--- config.mk ---
export PLATFORM = sky130hd
export DESIGN_NAME = rxs_irq_status
export DESIGN_NICKNAME = d
export VERILOG_FILES = /design/src/rtl/rxs_pkg.sv /design/src/rtl/rxs_rd_timeout.sv /design/src/rtl/rxs_flag_bank.sv /design/src/rtl/rxs_irq_status.sv
export SDC_FILE = /design/constraint.sdc
export NUM_CORES = 1
export LEC_CHECK = 0
export BUFFER_PORTS_ARGS = -buffer_cell sky130_fd_sc_hd__buf_2
export CORE_ASPECT_RATIO = 1.25
export CORE_UTILIZATION = 44
export CTS_CLUSTER_DIAMETER = 30
export DETAILED_ROUTE_END_ITERATION = 8
export GPL_TIMING_DRIVEN = 0
export PLACE_DENSITY_LB_ADDON = 0.15
export SETUP_SLACK_MARGIN = 0.15
export SKIP_CTS_REPAIR_TIMING = 1
export SLEW_MARGIN = 10
export SYNTH_ARGS = -nofsm -noshare
export SYNTH_HDL_FRONTEND = slang
export SYNTH_SLANG_ARGS = --single-unit
--- constraint.sdc ---
create_clock -name clk -period 2.29 [get_ports clk]
set_input_delay 0.229 -clock clk [delete_from_list [all_inputs] [get_ports clk]]
set_output_delay 0.229 -clock clk [all_outputs]
set_load 0.02 [all_outputs]
--- src/rtl/rxs_pkg.sv ---
package rxs_pkg;
    localparam int FLAG_W   = 8;
    localparam int B_PKT    = 7;
    localparam int B_RDERR  = 6;
    localparam int B_EOP    = 5;
    localparam int B_REMOTE = 4;
    localparam int B_SHORT  = 3;
    localparam int B_ALIGN  = 2;
    localparam int B_CRC    = 1;
    localparam int B_OVF    = 0;

    typedef logic [FLAG_W-1:0] flags_t;

    // host-writable (write-one-to-clear) mask: every flag except end-of-process
    localparam flags_t W1C_MASK = ~(flags_t'(1) << B_EOP);
endpackage

--- src/rtl/rxs_rd_timeout.sv ---
module rxs_rd_timeout #(
    parameter int CLK_HZ     = 50_000_000,
    parameter int TIMEOUT_NS = 2400
) (
    input  logic clk,
    input  logic rst_n,
    input  logic rd_strobe,
    input  logic rdy,
    output logic expired
);
    localparam longint RAW_CYC = (longint'(CLK_HZ) * TIMEOUT_NS) / 64'd1_000_000_000;
    localparam int TMO_CYC = (RAW_CYC < 1) ? 1 : int'(RAW_CYC);
    localparam int CNT_W   = $clog2(TMO_CYC + 1);

    typedef struct packed {
        logic             prev;
        logic             active;
        logic [CNT_W-1:0] cnt;
    } tmo_t;

    tmo_t st_d, st_q;
    logic hit;

    assign hit     = st_q.active && !rdy && (st_q.cnt == CNT_W'(TMO_CYC - 1));
    assign expired = hit;

    always_comb begin
        st_d      = st_q;
        st_d.prev = rd_strobe;
        if (rd_strobe && !st_q.prev) begin
            st_d.active = 1'b1;
            st_d.cnt    = '0;
        end else if (st_q.active) begin
            if (rdy || hit) begin
                st_d.active = 1'b0;
                st_d.cnt    = '0;
            end else begin
                st_d.cnt = st_q.cnt + 1'b1;
            end
        end
    end

    always_ff @(posedge clk) begin
        if (!rst_n) st_q <= '0;
        else        st_q <= st_d;
    end
endmodule

--- src/rtl/rxs_flag_bank.sv ---
module rxs_flag_bank
    import rxs_pkg::*;
(
    input  logic   clk,
    input  logic   rst_n,
    input  flags_t set_vec,
    input  logic   host_wr,
    input  flags_t host_wdata,
    input  logic   eop_clr,
    output flags_t flags
);
    typedef struct packed {
        flags_t flags;
    } bank_t;

    bank_t st_d, st_q;
    flags_t clr_vec;

    always_comb begin
        clr_vec = host_wr ? (host_wdata & W1C_MASK) : '0;
        if (eop_clr) clr_vec[B_EOP] = 1'b1;
        st_d       = st_q;
        // set wins over clear in the same cycle
        st_d.flags = (st_q.flags & ~clr_vec) | set_vec;
    end

    always_ff @(posedge clk) begin
        if (!rst_n) st_q <= '0;
        else        st_q <= st_d;
    end

    assign flags = st_q.flags;
endmodule

--- src/rtl/rxs_irq_status.sv ---
module rxs_irq_status
    import rxs_pkg::*;
#(
    parameter int CLK_HZ     = 50_000_000,
    parameter int TIMEOUT_NS = 2400
) (
    input  logic       clk,
    input  logic       rst_n,
    input  logic       host_wr,
    input  logic [7:0] host_wdata,
    output logic [7:0] host_rdata,
    input  logic       ev_pkt,
    input  logic       ev_remote,
    input  logic       ev_short,
    input  logic       ev_align,
    input  logic       ev_crc,
    input  logic       ev_ovf,
    input  logic       dma_eop,
    input  logic       dma_ctl_wr,
    input  logic [7:0] dma_ctl_wdata,
    input  logic       dma_req_in,
    output logic       dma_req_out,
    input  logic       bus_rd,
    input  logic       bus_rdy,
    input  logic [7:0] irq_en,
    output logic       irq
);
    flags_t set_vec, flags;
    logic   rd_expired, eop_clr;

    rxs_rd_timeout #(.CLK_HZ(CLK_HZ), .TIMEOUT_NS(TIMEOUT_NS)) i_tmo (
        .clk(clk), .rst_n(rst_n), .rd_strobe(bus_rd), .rdy(bus_rdy), .expired(rd_expired)
    );

    always_comb begin
        set_vec           = '0;
        set_vec[B_PKT]    = ev_pkt;
        set_vec[B_RDERR]  = rd_expired;
        set_vec[B_EOP]    = dma_eop;
        set_vec[B_REMOTE] = ev_remote;
        set_vec[B_SHORT]  = ev_short;
        set_vec[B_ALIGN]  = ev_align;
        set_vec[B_CRC]    = ev_crc;
        set_vec[B_OVF]    = ev_ovf;
    end

    assign eop_clr = dma_ctl_wr && (dma_ctl_wdata == 8'h00);

    rxs_flag_bank i_bank (
        .clk(clk), .rst_n(rst_n), .set_vec(set_vec), .host_wr(host_wr),
        .host_wdata(host_wdata), .eop_clr(eop_clr), .flags(flags)
    );

    assign host_rdata  = flags;
    assign dma_req_out = dma_req_in && !flags[B_EOP];
    assign irq         = |(flags & irq_en);
endmodule

==> metrics <==
Setup TNS 0 ns; Peak supply drop 0.000381 V; Synth cell types 27; I/O Buffers 46; reg2reg end i_tmo.st_q[5]; worst setup margin about 0.74 ns; clk_skew 0.00819 ns; clock sink count 17; status finished, final reports clean; Worst Hold Class in2reg; GP Congestion 0.730; RSZ-0062 raised after global routing false; max cap viols 0; Synth top area share 0.433; Fin Hold WS 0.174 ns; top-count cell post-synth dfxtp_1; antenna cells 0; Mapped Avg Cell Area 8.45 sq um; WL final 1780 um; worst-skew pair later-pin latency between 0.2 and 0.3 ns; Row Count 16; P_leak approximately 0.47 nW; Antenna Nets Post-Route 0; Hold Path End i_tmo.st_q[8]; flop2flop setup slack ~0.74 ns; Async SR Flop Fraction 0; H-tree Lvls 1; Mapped Nets approximately 130; DR vias/cell between 5 and 6; Nets 183; first-pass GRT wire length ~2800 um; FMAX ~0.65 GHz; top post-synthesis cells by count dfxtp_1 (17), nand2_1 (12), a21oi_1 (11); CTS clk-pin slew, worst paths 0.09 ns; RR Startpoint i_tmo.st_q[0]; share of cells above drive strength 1 0.371; overall power between 0.5 and 0.6 mW; Ys Warns 0; Synth Flop Type dfxtp_1; core area 0.00162 sq mm; hold depth 2; Die Ht slightly below 50 um; routed len/inst 11.1 um; min cycle time layout 1.55 ns; CTS Buf Count 3; Slew @ Worst Pin 0.382 ns; Tot GR Track Use 0.201; crit path kind reg2reg; DRT iter0 DRCs 11; crit path DAT approximately 1.8 ns; router iterations before antenna repair 4; Post-Synthesis Cells 93; crit path capture type flop; initial antenna violation count 0; Startpoint Class flop; DRC 0; TritonCTS clock tree built; Clock Tree Buf Depth 2; via count 823; die width approximately 40 um; Fin. Hold Viols 0; CTS root buf clkbuf_4; vias in the first global route slightly above 700; grt total ovfl 0; Area Overhead vs Synth 35.5%; pin count of the biggest net entering global routing 11; Place WS 0.772 ns; cells on worst reg2reg path 5; hold_sp bus_rd; Initial Util 0.485; #FFs+latches synth 17; data required time at the worst endpoint ~2.5 ns; detailed placer's ending HPWL 1450 um; full die area 0.00196 sq mm; I/O pins 48; Pwr per Cell Area 529 mW/mm^2; Syn Std Cell Area 786 sq um; CP max FO 4; leading area contributor after synthesis dfxtp_1; max-slew violations 0; Seq/Total Area, Yosys 0.433; Slew HR 0.744; largest cells by area after synthesis dfxtp_1 (43%), nor2b_1 (7.2%), a21oi_1 (7.0%); Final period util 0.677; Final setup viols 0; EDFF count, synth 0
==> sequential cells by signal, indices dropped and copies added (netlist names) <==
name / flops
i_tmo.st_q: 9
i_bank.flags: 8
==> how the worst max path moves through the flow <==
stage	startpoint	end	slack, ns	depth (start not counted)
2_1_floorplan	i_tmo.st_q[0]	i_tmo.st_q[1]	0.94	5
3_3_place_gp	i_tmo.st_q[0]	i_tmo.st_q[0]	0.78	5
3_5_place_dp	i_tmo.st_q[0]	i_tmo.st_q[5]	0.77	5
4_1_cts	i_tmo.st_q[0]	i_tmo.st_q[5]	0.74	5
5_1_grt	i_tmo.st_q[0]	i_tmo.st_q[4]	0.61	5
6_report	i_tmo.st_q[0]	i_tmo.st_q[5]	0.74	5
==> metal layers <==
| metal | vias up | wire length, um | track usage |
|---|---|---|---|
| met5 | - | 0 | 0 |
| met4 | 0 | 13 | 0.0862 |
| met3 | 2 | 127 | 0.0320 |
| met2 | 29 | 913 | 0.352 |
| met1 | 358 | 726 | 0.221 |
| li1 | 434 | - | - |
==> power by group <==
group / switching (mW) / total (mW) / leakage [nW] / internal (mW)
Sequential: 0.00779 / 0.315 / 0.140 / 0.307
Clock: 0.0842 / 0.152 / 0.0150 / 0.0675
Combinational: 0.0494 / 0.0967 / 0.316 / 0.0472
==> worst max-delay path, cell delays in order (launching register included) <==
cell,delay [ns]
dfxtp_1,0.34
ha_1,0.25
and4_2,0.28
a31oi_1,0.35
nand3_1,0.13
a31oi_1,0.14
==> cell usage in the layout, fill, tap and decap left out, drive strengths merged, types with 4 or more instances in the layout <==
cell type / netlist / layout
nand2b: 5 / 5
nand2: 12 / 12
a21oi: 11 / 11
o21ai: 4 / 4
nand3: 5 / 5
nor2b: 9 / 9
clkbuf: 2 / 6
dfxtp: 17 / 17
a22oi: 5 / 5
buf: 0 / 46
==> through the flow <==
step | std cells | cell area, sq um | utilization
CTS | 161 | 1060 | 0.657
floorplan | 93 | 786 | -
detailed placement | 157 | 1040 | 0.640
global route | 161 | 1060 | 0.657
finish | 161 | 1060 | 0.657
global placement | 157 | 1040 | 0.640
==> logic make-up (layout without fill, tap and decap cells) <==
kind of cell,count (synthesis),after routing,share of synthesized area
and+or+nand+nor,48,48,0.357
AOI/OAI and AO/OA,24,24,0.180
DFF,17,17,0.433
buffers and inverters,3,53,0.0143
adders and majority gates,1,1,0.0159
==> final cells by class <==
class	instances	area, sq um
multi-input combinational	73	434
clock buffer	4	26.3
timing repair buffer	46	230
sequential	17	340
inverter	1	3.75
tap	18	22.5
buffer	2	7.51
fill	135	557
No activity file was read; power rests on OpenSTA's default activity.
